## config.mk

```make
export PLATFORM = sky130hd
export DESIGN_NAME = irq_cause_unit
export DESIGN_NICKNAME = d
export VERILOG_FILES = /design/src/rtl/irq_cause_unit.sv
export SDC_FILE = /design/constraint.sdc
export NUM_CORES = 1
export LEC_CHECK = 0
export ABC_AREA = 1
export BUFFER_PORTS_ARGS = -buffer_cell sky130_fd_sc_hd__buf_4
export CORE_MARGIN = 2
export CORE_UTILIZATION = 25
export CTS_BUF_LIST = sky130_fd_sc_hd__clkbuf_8
export DETAILED_ROUTE_END_ITERATION = 10
export PLACE_DENSITY_LB_ADDON = 0.12
export SYNTH_ARGS = -nofsm -noshare
export SYNTH_HDL_FRONTEND = slang
export SYNTH_SLANG_ARGS = --single-unit
```

## constraint.sdc

```tcl
create_clock -name clk -period 1.85 [get_ports clk]
set_input_delay 0.555 -clock clk [delete_from_list [all_inputs] [get_ports clk]]
set_output_delay 0.555 -clock clk [all_outputs]
set_load 0.01 [all_outputs]
```

## src/rtl/irq_cause_unit.sv

```systemverilog
module irq_cause_unit #(
  parameter int WIDTH = 32,
  parameter int AW    = 3
) (
  input  logic             clk,
  input  logic             rst_n,
  input  logic [WIDTH-1:0] evt_i,
  input  logic             wr_i,
  input  logic             rd_i,
  input  logic [AW-1:0]    addr_i,
  input  logic [WIDTH-1:0] wdata_i,
  output logic [WIDTH-1:0] rdata_o,
  output logic             rvalid_o,
  output logic             irq_o
);
  localparam logic [AW-1:0] A_CAUSE = AW'(0);
  localparam logic [AW-1:0] A_MCAUS = AW'(1);
  localparam logic [AW-1:0] A_MASK  = AW'(2);
  localparam logic [AW-1:0] A_MSET  = AW'(3);
  localparam logic [AW-1:0] A_MCLR  = AW'(4);
  localparam logic [AW-1:0] A_MODE  = AW'(5);

  logic [WIDTH-1:0] cause, mask, mode;
  logic [WIDTH-1:0] live, rd_clr, wr_clr, rd_val;

  assign live = cause & ~mask;
  assign irq_o = |live;

  always_comb begin
    rd_clr = '0;
    if (rd_i && addr_i == A_CAUSE) rd_clr = cause & mode;
    if (rd_i && addr_i == A_MCAUS) rd_clr = live & mode;
  end

  always_comb begin
    wr_clr = '0;
    if (wr_i && addr_i == A_CAUSE) wr_clr = wdata_i & ~mode;
    if (wr_i && addr_i == A_MCAUS) wr_clr = wdata_i & ~mode & ~mask;
  end

  always_comb begin
    case (addr_i)
      A_CAUSE: rd_val = cause;
      A_MCAUS: rd_val = live;
      A_MASK:  rd_val = mask;
      A_MODE:  rd_val = mode;
      default: rd_val = '0;
    endcase
  end

  always_ff @(posedge clk or negedge rst_n) begin
    if (!rst_n) begin
      cause    <= '0;
      mask     <= '1;
      mode     <= '0;
      rdata_o  <= '0;
      rvalid_o <= 1'b0;
    end else begin
      cause    <= (cause & ~(rd_clr | wr_clr)) | evt_i;
      rvalid_o <= rd_i;
      if (rd_i) rdata_o <= rd_val;
      if (wr_i && addr_i == A_MSET) mask <= mask | wdata_i;
      if (wr_i && addr_i == A_MCLR) mask <= mask & ~wdata_i;
      if (wr_i && addr_i == A_MODE) mode <= wdata_i;
    end
  end


  evt_sets_chk: assert property (@(posedge clk) disable iff (!rst_n)
    (|evt_i) |=> ((cause & $past(evt_i)) == $past(evt_i)));


  mask_set_chk: assert property (@(posedge clk) disable iff (!rst_n)
    (wr_i && addr_i == A_MSET) |=> ((mask & $past(wdata_i)) == $past(wdata_i)));


  mask_clr_chk: assert property (@(posedge clk) disable iff (!rst_n)
    (wr_i && addr_i == A_MCLR) |=> ((mask & $past(wdata_i)) == '0));


  mask_hold_chk: assert property (@(posedge clk) disable iff (!rst_n)
    !(wr_i && (addr_i == A_MSET || addr_i == A_MCLR)) |=> $stable(mask));


  sticky_chk: assert property (@(posedge clk) disable iff (!rst_n)
    (!rd_i && !wr_i) |=> ((cause & $past(cause)) == $past(cause)));


  all_masked_chk: assert property (@(posedge clk) disable iff (!rst_n)
    (&mask) |-> !irq_o);


  rvalid_chk: assert property (@(posedge clk) disable iff (!rst_n)
    rd_i |=> rvalid_o);
endmodule

```

---- After elaboration in Yosys (flattened, before gate mapping) ----
Cells that the tools add are included.
storage, ports and cells
  word-level logic and storage cells ...... 41
  register bits after elaboration ......... 129
  output and inout bits ................... 34
  input bits .............................. 71
operators by class
  bitwise logic cells ..................... 14
  reductions and logical operators ........ 10
  muxes and demuxes ....................... 7
  eq/ne operators ......................... 5
operators with widths
  kind                                                 count
  bitwise AND 32 bit                                   7
  two-way mux 32 bit                                   6
  NOT 32 bit                                           4
  one-hot mux 32 bit (4 select lines)                  1
  OR 32 bit                                            3
  OR reduction 32 bit                                  1
  logical AND 1 bit                                    7
  equality test 3 x 2 -> 1 bit, second input constant  2
  equality test 3 bit, second input constant           2
  equality test 3 x 1 -> 1 bit, second input constant  1
  logical NOT 3 bit                                    1
  nonzero test 2 bit                                   1

---- Longest topological paths before layout ----
Gate-level depths: netlist of the first run.
  depth after elaboration ................. 8
  gate-level depth with buffers ........... 9
  depth with buffers taken out ............ 8

---- Worst setup path after synthesis of the first run ----
No wires, ideal clock.
  path type ............................... input to register
  from .................................... input port addr_i[1]
  to ...................................... register mode[23]
  stages .................................. 8
  slack ................................... 0.270 ns
  data arrival time ....................... 1.462 ns
  buffers on the path ..................... 2
  setup time .............................. 0.118 ns
  data required time ...................... 1.732 ns
  cell sequence ........................... buf_2 inv_2 nand2_2 nor2_4 nand2_4 clkbuf_8 nand2_1 o21ai_2
on the way
  word-level cells in the longest chain between the ends .. 2
ends and longest elaborated chain
  what                  RTL line  source
  from (decl)           10        input logic [AW-1:0] addr_i,
  equality test 3 bit   64        if (wr_i && addr_i == A_MODE) mode <= wdata_i;
  logical AND 1 bit     64
  to (signal assigned)  64
  to (decl)             23        logic [WIDTH-1:0] cause, mask, mode;
No other way between the ends.
A chain may end at the register's enable or synchronous reset.

==> results.sh, run 1 <==
export IMPL_status="finished with violations"
export IMPL_violations="setup timing"
export IMPL_synth_seq_area_share_pct=45.1
export IMPL_timing_worst_setup_path_type="flip-flop to output port"
export IMPL_drtAntennaViolNets=0
export IMPL_wl_um=23300
export IMPL_netlist_instances=1041
export IMPL_synth_commonest_cells="339 x nand2_1, 191 x inv_1, 143 x o21ai_0, 97 x dfrtp_1, 60 x o21ai_1"
export IMPL_layout_nets=1253
export IMPL_slew_viol_final=0
export IMPL_htreeDepth=4
export IMPL_setup_slack_ns=-0.468
export IMPL_skew_ns=0.0104
export IMPL_antenna_found_initial=0
export IMPL_synth_top_area_cell="dfrtp_1"
export IMPL_io_buffers=104
export IMPL_grt_max_degree=41
export IMPL_finalSetupViolations=1
export IMPL_crit_fanout=2
export IMPL_hold_class="input pin to flip-flop"
export IMPL_drive_gt1_share_pct=22.3
export IMPL_fp_row_count=62
export IMPL_routedWlPerCell_um=14.8
export IMPL_start_util_pct=25.3
export IMPL_synth_cell_type_count=21
export IMPL_regToRegSetupSlack_ns=0.56
export IMPL_clock_path_buffers=2
export IMPL_area_growth_pct=29.3
export IMPL_cp_start_kind="flip-flop"
export IMPL_synthesis_nets=1112
export IMPL_cts_sinks=129
export IMPL_setup_worst_path_end="irq_o"
export IMPL_grt_pass1_wl_um=37400
export IMPL_vias=6776
export IMPL_synth_area_um2=7240
export IMPL_worst_hold_startpoint="evt_i[21]"
export IMPL_drc_errors=0
export IMPL_worst_pin_slew_ns=0.372
export IMPL_tritoncts="built"
export IMPL_die_area_um2=30400
export IMPL_drtPass1Iterations=4
export IMPL_avgViaCountPerCell=4.29
export IMPL_ys_flop_type="dfrtp_1"
export IMPL_pin_count=105
export IMPL_grt_setup_unrepaired="true"
export IMPL_synth_edf_count=0
export IMPL_synth_seq_cells=129
export IMPL_die_w_um=174
export IMPL_hpwl_um=16000
export IMPL_r2r_end="rdata_o[17]$_DFFE_PN0P_"
export IMPL_cts_made_buffers=17
export IMPL_synth_warnings=0
export IMPL_grt_util_all_layers_pct=15.8
export IMPL_grt_busiest_layer="met2"
export IMPL_yosys_top_cells_area="dfrtp_1 34%, nand2_1 18%, dfstp_2 12%"
export IMPL_r2r_cells=7
export IMPL_required_ns=1.29
export IMPL_cap_violations=0
export IMPL_place_ws_ns=-0.0798
export IMPL_grt_pass1_vias=6782
export IMPL_holdWs_ns=0.277
export IMPL_fillers=3128
export IMPL_total_leakage_power_nw=4.99
export IMPL_hold_viol=0
export IMPL_clkLatencyLatePin_ns=0.45
export IMPL_clkSlewWorstSetupHoldPaths_ns=0.09
export IMPL_avgSynthCellArea_um2=6.96
export IMPL_overflow=0
export IMPL_synth_top_area_share_pct=33.5
export IMPL_slew_limit_headroom_pct=75.2
export IMPL_n_antenna_cell=0
export IMPL_fin_crit_ns=2.32
export IMPL_finalCritPeriodShare_pct=125
export IMPL_gp_congestion=0.768
export IMPL_p_total_mw=8.22
export IMPL_clock_fmax_mhz=431
export IMPL_grt_use_met1_pct=20.7
export IMPL_async_flop_share_pct=100
export IMPL_root_buffer="clkbuf_8"
export IMPL_dieHeight_um=174
export IMPL_grt_met3_usage_pct=2.71
export IMPL_powerDensity_nw_per_um2=877
export IMPL_dr_first_iter_drc_count=345
export IMPL_fin_tns_setup_ns=-0.468
export IMPL_synth_most_common_cell="nand2_1"
export IMPL_peakVddDrop_mv=0.405
export IMPL_coreArea_um2=28600
export IMPL_gr_usage_met2_pct=26.9
export IMPL_end_kind="output port"
export IMPL_arrival_ns=1.76
==> worst min-delay path by stage <==
stage / end / slack [ns] / cells past startpoint
after floorplan: cause[0]$_DFF_PN0_ / 0.26 / 0
after global placement: rdata_o[5]$_DFFE_PN0P_ / 0.47 / 2
after detailed placement: rdata_o[26]$_DFFE_PN0P_ / 0.47 / 2
after CTS: cause[21]$_DFF_PN0_ / 0.25 / 3
after global routing: cause[20]$_DFF_PN0_ / 0.26 / 3
final: cause[21]$_DFF_PN0_ / 0.28 / 3
==> report_power, final <==
part / switching (mW) / internal, mW
Clock: 1.24 / 1.26
Sequential: 0.281 / 3.35
Combinational: 1.17 / 0.902
Total: 2.70 / 5.52
==> layout by cell type, fill, tap and decap left out <==
cell,Yosys,layout
clkinv_4,0,1
bufinv_16,0,2
nand4_1,3,3
clkinvlp_4,0,5
nand2_1,339,333
clkbuf_8,3,19
a21oi_1,28,28
inv_6,0,1
dlygate4sd3_1,0,1
inv_1,191,191
buf_12,0,15
buf_6,6,2
nor2_4,3,3
o21ai_0,143,141
nand2_2,2,8
dfstp_2,32,32
nor3_1,7,4
nor2_2,0,2
nor2_1,30,28
o21ai_1,60,61
buf_4,0,151
o21ai_2,14,15
inv_2,3,3
nor3_2,0,2
dfrtp_1,97,97
nand3_1,41,41
nor3_4,0,1
clkinv_2,0,4
nand2_4,1,1
==> cell type report <==
cell class	count	area, µm²	share of cell area [%]
clock buffer	19	262	2.79
clock inverter	13	135	1.44
inverter	194	728	7.78
multi-input combinational	671	3030	32.3
sequential	129	3270	34.9
tap	384	480	5.13
timing repair buffer	169	1470	15.7
==> kinds of logic (layout without fill, tap and decap cells) <==
| logic type | Yosys count | after routing | share of synthesized area, % |
|---|---|---|---|
| buffers and inverters | 241 | 395 | 13.7 |
| AOI/OAI and AO/OA | 245 | 245 | 17.7 |
| DFF | 129 | 129 | 45.1 |
| and+or+nand+nor | 426 | 426 | 23.5 |
==> per-stage QoR <==
| step | utilization [%] | instances | cell area (µm²) |
|---|---|---|---|
| after global routing | 32.7 | 1579 | 9370 |
| after global placement | 31.1 | 1546 | 8910 |
| after detailed placement | 31.1 | 1546 | 8910 |
| after floorplan | - | 1041 | 7240 |
| after CTS | 32.6 | 1579 | 9340 |
| final | 32.7 | 1579 | 9370 |
==> critical path, stage by stage (launching register included) <==
cell and delay [ns]:
dfstp_2 0.53, inv_1 0.05, nand2_2 0.07, o21ai_2 0.06, nor2_1 0.16, nand2_2 0.09
nor2_1 0.09, nand2_1 0.10, buf_6 0.14
==> what timing repair did <==
action / in CTS / in global routing
setup buffers: 0 / 0
hold endpoints to repair: 25 / 0
endpoints found under the setup margin: 1 / 1
hold buffers: 1 / 0
pin swaps: 6 / 1
gates resized for setup: 8 / 8
==> per-layer routing <==
| metal | share of wire, % | wire [µm] | up-vias |
|---|---|---|---|
| met5 | 0 | 0 | - |
| met4 | 1.4 | 334 | 0 |
| met3 | 3.0 | 696 | 21 |
| met2 | 48 | 11100 | 115 |
| met1 | 48 | 11200 | 3138 |
| li1 | - | - | 3502 |
(Power assumes the default switching activity.)
==> run 2, diff against run 1 <==
--- a/config.mk
+++ b/config.mk
@@ -11,6 +11,7 @@
 export CORE_UTILIZATION = 25
 export CTS_BUF_LIST = sky130_fd_sc_hd__clkbuf_8
 export DETAILED_ROUTE_END_ITERATION = 10
+export MAX_ROUTING_LAYER = met4
 export PLACE_DENSITY_LB_ADDON = 0.12
 export SYNTH_ARGS = -nofsm -noshare
 export SYNTH_HDL_FRONTEND = slang
==> run 2 against run 1 <==
The flow still finishes with violations (setup timing). First-iteration DRC count decreased by 10%. Highest routed layer unchanged. Count of clock-buffer cells in the layout unchanged. Clock power about the same. Setup slack improved by 0.0019 ns. Critical endpoint unchanged. Wire length increased by 0.22%. Final area unchanged. Non-clock buffer count unchanged.
==> results.sh, run 2 (synthesis gave the netlist of run 1 again) <==
export IMPL_r2r_cells=7
export IMPL_routedWlPerCell_um=14.8
export IMPL_peakVddDrop_mv=0.403
export IMPL_cts_made_buffers=17
export IMPL_mostFrequentLayoutCell="nand2_1"
export IMPL_die_w_um=174
export IMPL_skew_ns=0.00940
export IMPL_drtPass1Iterations=4
export IMPL_finalSetupViolations=1
export IMPL_area_growth_pct=29.3
export IMPL_gp_congestion=0.778
export IMPL_fin_crit_ns=2.32
export IMPL_hold_class="input pin to flip-flop"
export IMPL_combPwrFrac_pct=25.3
export IMPL_timing_worst_setup_path_type="flip-flop to output port"
export IMPL_cts_sinks=129
export IMPL_seqPwrFrac_pct=44.3
export IMPL_crit_fanout=2
export IMPL_stdcell_area_um2=9370
export IMPL_die_area_um2=30400
export IMPL_grt_setup_unrepaired="true"
export IMPL_clock_fmax_mhz=432
export IMPL_violations="setup timing"
export IMPL_r2r_end="rdata_o[17]$_DFFE_PN0P_"
export IMPL_min_path_cells=3
export IMPL_dr_first_iter_drc_count=310
export IMPL_fillers=3128
export IMPL_tritoncts="built"
export IMPL_pin_count=105
export IMPL_n_antenna_cell=0
export IMPL_avgViaCountPerCell=4.28
export IMPL_slew_viol_final=0
export IMPL_grt_max_degree=41
export IMPL_dieHeight_um=174
export IMPL_powerDensity_nw_per_um2=877
export IMPL_io_buffers=104
export IMPL_cp_start_kind="flip-flop"
export IMPL_fp_row_count=62
export IMPL_hpwl_um=16000
export IMPL_vias=6755
export IMPL_antenna_found_initial=0
export IMPL_dpl_instance_area_um2=8910
export IMPL_drive_gt1_share_pct=22.3
export IMPL_clkSlewWorstSetupHoldPaths_ns=0.09
export IMPL_drc_errors=0
export IMPL_slew_limit_headroom_pct=75.2
export IMPL_p_int_mw=5.52
export IMPL_p_clk_share_pct=30.4
export IMPL_final_util_pct=32.7
export IMPL_drtAntennaViolNets=0
export IMPL_end_kind="output port"
export IMPL_final_cell_mix="333 x nand2_1, 191 x inv_1, 151 x buf_4"
export IMPL_overflow=0
export IMPL_coreArea_um2=28600
export IMPL_worst_pin_slew_ns=0.371
export IMPL_arrival_ns=1.76
export IMPL_hold_path_endpoint="cause[21]$_DFF_PN0_"
export IMPL_wl_um=23400
export IMPL_clkLatencyLatePin_ns=0.45
export IMPL_fin_tns_setup_ns=-0.466
export IMPL_layout_nets=1253
export IMPL_post_cts_buffers=0
export IMPL_worst_hold_startpoint="evt_i[21]"
export IMPL_root_buffer="clkbuf_8"
export IMPL_htreeDepth=4
export IMPL_grt_pass1_vias=6793
export IMPL_regToRegSetupSlack_ns=0.56
export IMPL_total_leakage_power_nw=4.99
export IMPL_start_util_pct=25.3
export IMPL_cap_violations=0
export IMPL_p_switching_mw=2.69
export IMPL_switching_share_pct=32.8
export IMPL_clock_path_buffers=2
export IMPL_hold_viol=0
export IMPL_status="finished with violations"
export IMPL_setup_slack_ns=-0.466
export IMPL_grt_util_all_layers_pct=16.3
export IMPL_required_ns=1.29
export IMPL_grt_pass1_wl_um=37400
export IMPL_finalCritPeriodShare_pct=125
run 2: cell counts in the layout (fill, tap and decap cells not counted):
No cell type changed its count.
run 2: how the worst max path moves through the flow:
| stage | start | to | slack [ns] | cells after the start |
|---|---|---|---|---|
| global placement | flip-flop | irq_o | -0.09 | 8 |
| finish | flip-flop | irq_o | -0.47 | 8 |
| detailed placement | flip-flop | irq_o | -0.08 | 8 |
| CTS | flip-flop | irq_o | -0.53 | 8 |
| floorplan | addr_i[1] | mode[23]$_DFFE_PN0P_ | 0.27 | 8 |
| global route | flip-flop | irq_o | -0.58 | 8 |
run 2: routing by layer:
| metal | track usage, % | routed length (µm) | up-vias |
|---|---|---|---|
| met1 | 20.6 | 11100 | 3125 |
| met5 | - | 0 | - |
| met2 | 27.0 | 11300 | 112 |
| met4 | 4.48 | 323 | 0 |
| li1 | - | - | 3499 |
| met3 | 2.71 | 718 | 19 |
run 2: final cells by class:
class                      count  area, µm²  share of cell area (%)
tap                          384        480                    5.13
multi-input combinational    671       3030                    32.3
clock inverter                13        135                    1.44
clock buffer                  19        262                    2.79
inverter                     194        728                    7.78
timing repair buffer         169       1470                    15.7
sequential                   129       3270                    34.9
run 2: power by group through the flow:
stage | combinational [mW] | sequential, mW | clock (mW)
after floorplan | 1.12 | 3.68 | 0
after global placement | 2.05 | 3.69 | 0
after detailed placement | 2.06 | 3.69 | 0
after CTS | 2.09 | 3.64 | 2.60
after global routing | 2.40 | 3.70 | 2.73
final | 2.08 | 3.64 | 2.50
run 2: metrics by stage:
| stage | setup slack [ns] | hold slack [ns] | power (mW) | instances |
|---|---|---|---|---|
| 6_report | -0.466 | 0.281 | 8.21 | 1579 |
| 3_5_place_dp | -0.0798 | 0.467 | 5.75 | 1546 |
| 3_3_place_gp | -0.0858 | 0.466 | 5.74 | 1546 |
| 4_1_cts | -0.532 | 0.252 | 8.33 | 1579 |
| 2_1_floorplan | 0.270 | 0.259 | 4.80 | 1041 |
| 5_1_grt | -0.585 | 0.260 | 8.83 | 1579 |
run 2: what timing repair did:
| item | in CTS | in global routing |
|---|---|---|
| gates cloned | 0 | 0 |
| pin swaps | 6 | 1 |
| hold endpoints to repair | 25 | 0 |
| hold buffers | 1 | 0 |
| endpoints found under the setup margin | 1 | 1 |
| resized for setup | 8 | 8 |
run 2: critical path, stage by stage (launching register included):
cell	delay [ns]
dfstp_2	0.53
inv_1	0.05
nand2_2	0.07
o21ai_2	0.06
nor2_1	0.16
nand2_2	0.09
nor2_1	0.09
nand2_1	0.10
buf_6	0.14
